<file path="src/rtl/saf_pkg.sv">
package saf_pkg;

  // Strobes passed from the control half to the datapath half.
  typedef struct packed {
    logic capture;    // load the output registers this edge
    logic zeroForce;  // input is zero/subnormal: encode as all-zero
  } ctrlStrobes_t;

endpackage

</file>
<file path="src/rtl/saf_shifter.sv">
// Logarithmic left shifter: one mux stage per bit of the shift amount.
module saf_shifter #(
  parameter int DATA_W = 63,
  parameter int AMT_W  = 6
) (
  input  logic [DATA_W-1:0] dataIn,
  input  logic [AMT_W-1:0]  shiftAmt,
  output logic [DATA_W-1:0] dataOut
);

  logic [DATA_W-1:0] stageVal [AMT_W+1];

  assign stageVal[0] = dataIn;

  for (genvar s = 0; s < AMT_W; s++) begin : g_stage
    localparam int STEP = 1 << s;
    if (STEP < DATA_W) begin : g_shift
      assign stageVal[s+1] = shiftAmt[s] ? (stageVal[s] << STEP) : stageVal[s];
    end else begin : g_flush
      assign stageVal[s+1] = shiftAmt[s] ? '0 : stageVal[s];
    end
  end

  assign dataOut = stageVal[AMT_W];

endmodule

</file>
<file path="src/rtl/saf_ctrl.sv">
// Control half: derives strobes and tracks result validity.
module saf_ctrl
  import saf_pkg::*;
#(
  parameter int EXP_W = 8
) (
  input  logic             clk,
  input  logic             rst,
  input  logic             inValid,
  input  logic [EXP_W-1:0] inExp,
  output ctrlStrobes_t     strobes,
  output logic             outValid
);

  always_comb begin
    strobes.capture   = inValid;
    strobes.zeroForce = (inExp == '0);
  end

  always_ff @(posedge clk) begin
    if (rst) begin
      outValid <= 1'b0;
    end else begin
      outValid <= inValid;
    end
  end

  // result valid follows input valid by exactly one edge
  assert_valid_follows_R2: assert property (@(posedge clk) disable iff (rst)
    inValid |=> outValid);
  assert_idle_follows_R2: assert property (@(posedge clk) disable iff (rst)
    !inValid |=> !outValid);

endmodule

</file>
<file path="src/rtl/saf_datapath.sv">
// Datapath half: restore hidden one, self-align, merge sign, register.
module saf_datapath
  import saf_pkg::*;
#(
  parameter int EXP_W   = 8,
  parameter int FRAC_W  = 23,
  parameter int DROP_L  = 5,
  parameter int HEAD_W  = 4,
  parameter int GUARD_W = 3,
  parameter int MANT_W  = 63
) (
  input  logic                     clk,
  input  logic                     rst,
  input  ctrlStrobes_t             strobes,
  input  logic                     inSign,
  input  logic [EXP_W-1:0]         inExp,
  input  logic [FRAC_W-1:0]        inFrac,
  output logic [EXP_W-DROP_L-1:0]  outExp,
  output logic [MANT_W-1:0]        outMant,
  output logic [DROP_L-1:0]        outShift
);

  localparam int RED_W   = EXP_W - DROP_L;
  localparam int SIG_W   = FRAC_W + 1;
  localparam int MAX_AMT = (1 << DROP_L) - 1 + GUARD_W;
  localparam int AMT_W   = $clog2(MAX_AMT + 1);

  logic [DROP_L-1:0] lowBits;
  logic [RED_W-1:0]  redExp;
  logic [SIG_W-1:0]  significand;
  logic [MANT_W-1:0] sigWide;
  logic [AMT_W-1:0]  alignAmt;
  logic [MANT_W-1:0] magnitude;
  logic [MANT_W-1:0] signedMant;

  always_comb begin
    lowBits     = strobes.zeroForce ? '0 : inExp[DROP_L-1:0];
    redExp      = strobes.zeroForce ? '0 : inExp[EXP_W-1:DROP_L];
    significand = strobes.zeroForce ? '0 : {1'b1, inFrac};
    sigWide     = MANT_W'(significand);
    alignAmt    = AMT_W'(lowBits) + AMT_W'(GUARD_W);
  end

  saf_shifter #(
    .DATA_W (MANT_W),
    .AMT_W  (AMT_W)
  ) u_shifter (
    .dataIn   (sigWide),
    .shiftAmt (alignAmt),
    .dataOut  (magnitude)
  );

  always_comb begin
    if (inSign) begin
      signedMant = (~magnitude) + MANT_W'(1);
    end else begin
      signedMant = magnitude;
    end
  end

  always_ff @(posedge clk) begin
    if (rst) begin
      outExp   <= '0;
      outMant  <= '0;
      outShift <= '0;
    end else if (strobes.capture) begin
      outExp   <= redExp;
      outMant  <= signedMant;
      outShift <= lowBits;
    end
  end

  // zero exponent yields all-zero fields
  assert_zero_input_R7: assert property (@(posedge clk) disable iff (rst)
    (strobes.capture && inExp == '0) |=> (outMant == '0 && outExp == '0 && outShift == '0));

  // shift field carries the dropped low exponent bits
  assert_shift_field_R4: assert property (@(posedge clk) disable iff (rst)
    (strobes.capture && inExp != '0) |=> outShift == $past(inExp[DROP_L-1:0]));

  // no capture, no change
  assert_hold_idle_R8: assert property (@(posedge clk) disable iff (rst)
    !strobes.capture |=> ($stable(outMant) && $stable(outExp) && $stable(outShift)));

  // headroom bits all replicate the sign, guard bits stay clear
  assert_no_overflow_R9: assert property (@(posedge clk) disable iff (rst)
    (outMant[MANT_W-1 -: HEAD_W+1] == '0) || (outMant[MANT_W-1 -: HEAD_W+1] == '1));
  assert_guard_clear_R9: assert property (@(posedge clk) disable iff (rst)
    outMant[GUARD_W-1:0] == '0);

endmodule

</file>
<file path="src/rtl/saf_encoder.sv">
// Thin top: floating-point word to self-aligned (redExp, mant, shift).
module saf_encoder
  import saf_pkg::*;
#(
  parameter int EXP_W   = 8,
  parameter int FRAC_W  = 23,
  parameter int DROP_L  = 5,
  parameter int TERMS   = 16,
  parameter int GUARD_W = 3,
  localparam int HEAD_W = $clog2(TERMS),
  localparam int SPAN_W = (1 << DROP_L) - 1,
  localparam int MANT_W = 2 + FRAC_W + SPAN_W + GUARD_W + HEAD_W,
  localparam int RED_W  = EXP_W - DROP_L
) (
  input  logic              clk,
  input  logic              rst,
  input  logic              inValid,
  input  logic              inSign,
  input  logic [EXP_W-1:0]  inExp,
  input  logic [FRAC_W-1:0] inFrac,
  output logic              outValid,
  output logic [RED_W-1:0]  outExp,
  output logic [MANT_W-1:0] outMant,
  output logic [DROP_L-1:0] outShift
);

  ctrlStrobes_t strobes;

  saf_ctrl #(
    .EXP_W (EXP_W)
  ) u_ctrl (
    .clk      (clk),
    .rst      (rst),
    .inValid  (inValid),
    .inExp    (inExp),
    .strobes  (strobes),
    .outValid (outValid)
  );

  saf_datapath #(
    .EXP_W   (EXP_W),
    .FRAC_W  (FRAC_W),
    .DROP_L  (DROP_L),
    .HEAD_W  (HEAD_W),
    .GUARD_W (GUARD_W),
    .MANT_W  (MANT_W)
  ) u_datapath (
    .clk      (clk),
    .rst      (rst),
    .strobes  (strobes),
    .inSign   (inSign),
    .inExp    (inExp),
    .inFrac   (inFrac),
    .outExp   (outExp),
    .outMant  (outMant),
    .outShift (outShift)
  );

endmodule

</file>
<file path="config.mk">
export PLATFORM = sky130hd
export DESIGN_NAME = saf_encoder
export DESIGN_NICKNAME = d
export VERILOG_FILES = /design/src/rtl/saf_pkg.sv /design/src/rtl/saf_shifter.sv /design/src/rtl/saf_ctrl.sv /design/src/rtl/saf_datapath.sv /design/src/rtl/saf_encoder.sv
export SDC_FILE = /design/constraint.sdc
export NUM_CORES = 1
export LEC_CHECK = 0
export BUFFER_PORTS_ARGS = -buffer_cell sky130_fd_sc_hd__buf_2
export CORE_MARGIN = 5
export CORE_UTILIZATION = 54
export CTS_CLUSTER_DIAMETER = 50
export DETAILED_ROUTE_END_ITERATION = 16
export PLACE_DENSITY = 0.76
export SLEW_MARGIN = 30
export SYNTH_ARGS = -nofsm -noshare
export SYNTH_HDL_FRONTEND = slang
export SYNTH_SLANG_ARGS = --single-unit
</file>
<file path="constraint.sdc">
create_clock -name clk -period 6.2 [get_ports clk]
set_clock_uncertainty 0.05 [all_clocks]
set_input_delay 0.93 -clock clk [delete_from_list [all_inputs] [get_ports clk]]
set_output_delay 0.93 -clock clk [all_outputs]
set_load 0.01 [all_outputs]
</file>
# After elaboration in Yosys (flattened, before gate mapping)
# Cells that the tools add are included.
[word_totals]
word_cells = 18
out_inout_bits = 72
input_bits = 35
regBits = 72
[classes]
n_reduce_logical = 1
bitwise_logic = 1
n_addsub = 2
muxes = 10
[ops]
columns = ["cell", "n"]
rows = [
  ["two-way mux 63 bit", 4],
  ["adder 63 x 1 -> 63 bit, second input constant", 1],
  ["NOT 63 bit", 1],
  ["two-way mux 31 bit", 1],
  ["two-way mux 27 bit", 1],
  ["two-way mux 25 bit", 1],
  ["two-way mux 24 bit", 1],
  ["logical NOT 8 bit", 1],
  ["adder 5 x 2 -> 6 bit, second input constant", 1],
  ["two-way mux 5 bit", 1],
  ["two-way mux 3 bit", 1],
]

# Longest topological paths before layout
[logic_depth]
depth_word = 12
ltp_mapped = 23
ltp_nobuf = 17

# Hierarchy
# Synthesis repeated with hierarchy kept, for this count alone.
[hier_totals]
hier_cells = 1064
hier_area_um2 = 8707.1
[by_module_without_submodules]
columns = ["mod", "area_per_inst_um2", "n_inst", "cells_per_inst"]
rows = [
  ["saf_datapath", 4426.7, 1, 573],
  ["saf_shifter", 4227.8, 1, 485],
  ["saf_ctrl", 52.6, 1, 6],
]

# Least setup slack after synthesis
# OpenSTA, ideal clock, no wires.
[synth_timing]
path_kind = "input to register"
from = "input inExp[0]"
to = "register u_datapath.outMant[44]"
t_arrival_ns = 5.392
setup_time_ns = 0.127
setup_slack_ns = 0.631
stages = 21
cell_sequence = "buf_2 buf_6 inv_2 clkbuf_1 ha_1 buf_4 or3b_4 nor2_4 buf_6 nor3_1 nand2_1 ha_1 inv_1 a41o_1 a31oi_1 o211ai_1 nor4b_1 nand2_1 or4_1 o311a_1 or3_1"
[synth_via]
elab_chain_len = 12
elab_cells_between_ends = 13
cone_classes = "add/sub (2); mux (9); bitwise (1); reduce/logical (1)"
[synth_lines]
columns = ["item", "line_no", "rtl"]
rows = [
  ["start: declaration", "saf_encoder.sv:19", "input logic [EXP_W-1:0] inExp,"],
  ["logical NOT 8 bit", "saf_ctrl.sv:17", "strobes.zeroForce = (inExp == '0);"],
  ["two-way mux 5 bit", "saf_datapath.sv:37", "lowBits = strobes.zeroForce ? '0 : inExp[DROP_L-1:0];"],
  ["adder 5 x 2 -> 6 bit", "saf_datapath.sv:41", "alignAmt = AMT_W'(lowBits) + AMT_W'(GUARD_W);"],
  ["two-way mux 25 bit", "saf_shifter.sv:18", "assign stageVal[s+1] = shiftAmt[s] ? (stageVal[s] << STEP) : stageVal[s];"],
  ["two-way mux 27 bit", "saf_shifter.sv:18", ""],
  ["two-way mux 31 bit", "saf_shifter.sv:18", ""],
  ["two-way mux 63 bit (2 in series)", "saf_shifter.sv:18", ""],
  ["two-way mux 63 bit *", "saf_shifter.sv:18", ""],
  ["NOT 63 bit", "saf_datapath.sv:55", "signedMant = (~magnitude) + MANT_W'(1);"],
  ["adder 63 x 1 -> 63 bit", "saf_datapath.sv:55", ""],
  ["two-way mux 63 bit *", "saf_datapath.sv:54", "if (inSign) begin"],
  ["end signal: assignment", "saf_datapath.sv:68", "outMant <= signedMant;"],
  ["end: declaration", "saf_datapath.sv:19", "output logic [MANT_W-1:0] outMant,"],
]
# Every way passes the cells marked *; elsewhere a longest branch is shown, timed or not.
# A chain may end at the register's enable or synchronous reset.

# Worst setup path in the final report
[layout_timing]
from = "input inExp[1]"
to = "register u_datapath.outMant[49]"
# Same word-level chain as after synthesis.

==> metrics.md <==
| Metric | Value |
|---|---|
| Initial antenna violation count | `0` |
| RePlAce Congestion | `between 1 and 1.5` |
| Synth cell types | `97` |
| Core box area | `14370 um^2` |
| Final hold slack | `about 420 ps` |
| Vias in the first global route | `8064` |
| Post-synthesis net count | `between 1000 and 1500` |
| Drt initial violations | `1692` |
| Routed WL | `31.86 mm` |
| FILL cells | `between 1000 and 1500` |
| Post-route cell area | `between 8000 and 9000 um^2` |
| Die H | `130.3 um` |
| CTS root buf | `clkbuf_16` |
| Nets | `approximately 1200` |
| Final WS setup | `~610 ps` |
| Final Cycle Share | `90.16%` |
| Grt ovf | `0` |
| Clk slew on worst S/H paths | `60 ps` |
| Worst reg2reg path depth | `5` |
| Dpl ws | `around 470 ps` |
| CP Capture Type | `flop` |
| Routed length per instance | `23.94 um` |
| Top Ports | `107` |
| M1 wire length | `13.56 mm` |
| CTS tree | `built` |
| Post-cts resize count | `0` |
| Fin. max-slew vios | `0` |
| WHS Endpoint | `u_datapath.outMant[34]$_SDFFE_PP0P_` |
| Final TNS setup | `0 ps` |
| Synth top area share | `18.44%` |
| Cts bufs inserted | `9` |
| Ys Warns | `0` |
| Top_reg_cell synth | `dfxtp_1` |
| Origin of the critical flop-to-flop path | `u_datapath.outMant[56]$_SDFFE_PP0P_` |
| Clock buffer depth | `2` |
| Setup violators final | `0` |
| Synth Cell Area | `7816 um^2` |
| Synth area leaders | `dfxtp_1 (18%), mux2i_1 (7.9%), nor2_1 (6.0%), a21oi_1 (5.4%), nand2_1 (5.1%)` |
| Seq/Total Area, Yosys | `around 18%` |
| Area growth syn-to-layout | `12.13%` |
| Hold Path Stages | `2` |
| Vias | `9315` |
| Hold Path Origin | `u_datapath.outMant[34]$_SDFFE_PP0P_` |
| Die area | `16980 um^2` |
| Tmin final | `between 5000 and 6000 ps` |
| Met3 WL | `3.737 mm` |
| Worst reg-to-reg setup slack | `just over 5000 ps` |
| WP data arrival | `5820 ps` |
| Achievable frequency | `178.9 MHz` |
| Share of async-settable or async-resettable flops after synthesis | `0%` |
| CP Data Required Time | `6430 ps` |
| Critical path type | `in -> reg` |
| Outcome | `finished clean` |
| Yosys top cell by area | `dfxtp_1` |
| Setup bufs post-CTS | `0` |
| RSZ-0062 raised after global routing | `false` |
| Largest net degree at the start of global routing | `78` |
| Die W | `roughly 130 um` |
| Worst-Skew Late Latency | `340 ps` |
| Initial cell density of the core | `54.40%` |
| Worst-Margin Slew | `932.0 ps` |
| DRT Pass-1 Iters | `8` |
| Met2 WL post-DR | `13.44 mm` |
| Syn Area/Cell | `7.271 um^2` |
| Highest metal used | `met4` |
| Area after DPL | `8442 um^2` |
| Worst reg2reg path endpoint | `u_datapath.outMant[56]$_SDFFE_PP0P_` |
| Site row count | `44` |
| Via density | `about 7` |
| Hold buffer count at cts | `0` |
| Maxcap violations | `0` |
| Lkg Pwr | `between 3 and 4 nW` |
| FF+latch count, synth | `72` |
| Final Hold Viols | `0` |
| TritonCTS Sinks | `72` |
| CP max FO | `26` |
| Remaining antenna violation count | `0` |
| Cell area power density | `243.3 nW/um^2` |
| First-pass GRT wire length | `roughly 48 mm` |
| Layout cell share with drive strength beyond 1 | `19.09%` |
| Worst vdd ir | `between 0.15 and 0.2 mV` |
| Slew headroom | `between 30% and 40%` |
| Most frequent cell after synthesis | `nor2_1` |
| Synth Instances | `1075` |
| # port buffers | `around 110` |
| HPWL after detailed placement | `23.90 mm` |
| Synth top cells by count | `nor2_1 (124), nand2_1 (106), a21oi_1 (85), dfxtp_1 (72), mux2i_1 (62)` |
| Worst hold-check path type | `reg -> reg` |
| Startpoint class of the critical path | `input port` |
| Diode count | `0` |
| Number of flops mapped to enable cells by yosys | `0` |
| # DRC | `0` |
| Clock H-tree levels | `3` |
| Total track usage | `36.56%` |
-- worst max-delay path, cell delays in order --
cell	delay, ps
buf_2	140
inv_1	80
ha_2	320
xor2_4	680
buf_4	340
buf_4	190
a21oi_1	130
a211oi_1	590
o21ai_0	270
and3_1	270
a211o_1	320
or4_1	830
or4_1	590
a31oi_1	130
-- metrics by stage --
step,std cells,power (mW),util [%]
finish,1331,2.133,61.00
global placement,1316,1.531,58.75
detailed placement,1316,1.527,58.75
CTS,1331,2.095,60.98
floorplan,1075,1.212,-
global route,1331,2.223,61.00
-- registers in the layout, indices dropped and copies added (netlist names) --
register	count
u_ctrl.outValid	1
u_datapath.outExp	3
u_datapath.outMant	63
u_datapath.outShift	5
-- cell usage in the layout (no fill, tap or decap), types with 6 or more instances in the layout --
cell type	n
a211oi_1	35
and3_1	7
nor2b_1	9
or4_1	12
a2111oi_0	6
a22oi_1	8
nand4_1	9
o211ai_1	14
o311ai_0	7
nand2_1	106
buf_4	46
a31oi_1	17
nor2_1	123
xor2_1	10
nand3_1	38
a21oi_1	85
mux2_2	17
a211o_1	7
buf_2	105
dfxtp_1	72
o31ai_1	11
a32oi_1	6
o21ai_0	49
xnor2_1	19
nor3_1	34
clkbuf_16	9
and2_1	11
a21o_1	11
o22ai_1	23
inv_1	14
or3_1	14
nor4_1	11
nor3b_1	9
mux2i_1	62
-- per-layer routing --
layer	track usage, %	up-vias
met5	0	-
met4	11.92	0
met3	9.292	102
met2	53.80	694
met1	52.08	4301
li1	-	4218
-- power breakdown --
group          internal, mW  total, mW  switching [mW]
Sequential            0.506      0.527          0.0207
Clock                 0.361      0.566           0.206
Combinational         0.357       1.04           0.682
Total                  1.22       2.13           0.909
-- cell type report --
cell class / instances / area [um^2] / area share [%]
clock buffers: 10 / 239.0 / 2.727
well taps: 184 / 230.2 / 2.627
clock inverters: 5 / 81.33 / 0.9279
flip-flops and latches: 72 / 1441 / 16.45
multi-input cells: 893 / 5842 / 66.65
repair buffers: 151 / 870.8 / 9.936
inverters: 16 / 60.06 / 0.6852
-- cells by family after synthesis --
logic type	Yosys count	synth area share (%)
and+or+nand+nor	411	25.44
muxes	86	12.12
AOI/OAI and AO/OA	360	32.14
adders and majority gates	2	0.3201
buffers and inverters	110	7.299
DFF	72	18.44
xor gates and xnor gates	34	4.242
-- worst max path at each step --
stage	start	end	slack (ps)	cells after the start
2_1_floorplan	inExp[0]	u_datapath.outMant[44]$_SDFFE_PP0P_	630	21
3_3_place_gp	inExp[1]	u_datapath.outMant[49]$_SDFFE_PP0P_	460	14
3_5_place_dp	inExp[1]	u_datapath.outMant[49]$_SDFFE_PP0P_	470	14
4_1_cts	inExp[1]	u_datapath.outMant[49]$_SDFFE_PP0P_	820	14
5_1_grt	inExp[0]	u_datapath.outMant[44]$_SDFFE_PP0P_	480	16
6_report	inExp[1]	u_datapath.outMant[49]$_SDFFE_PP0P_	610	14
Power figures use the tool's default switching activity.
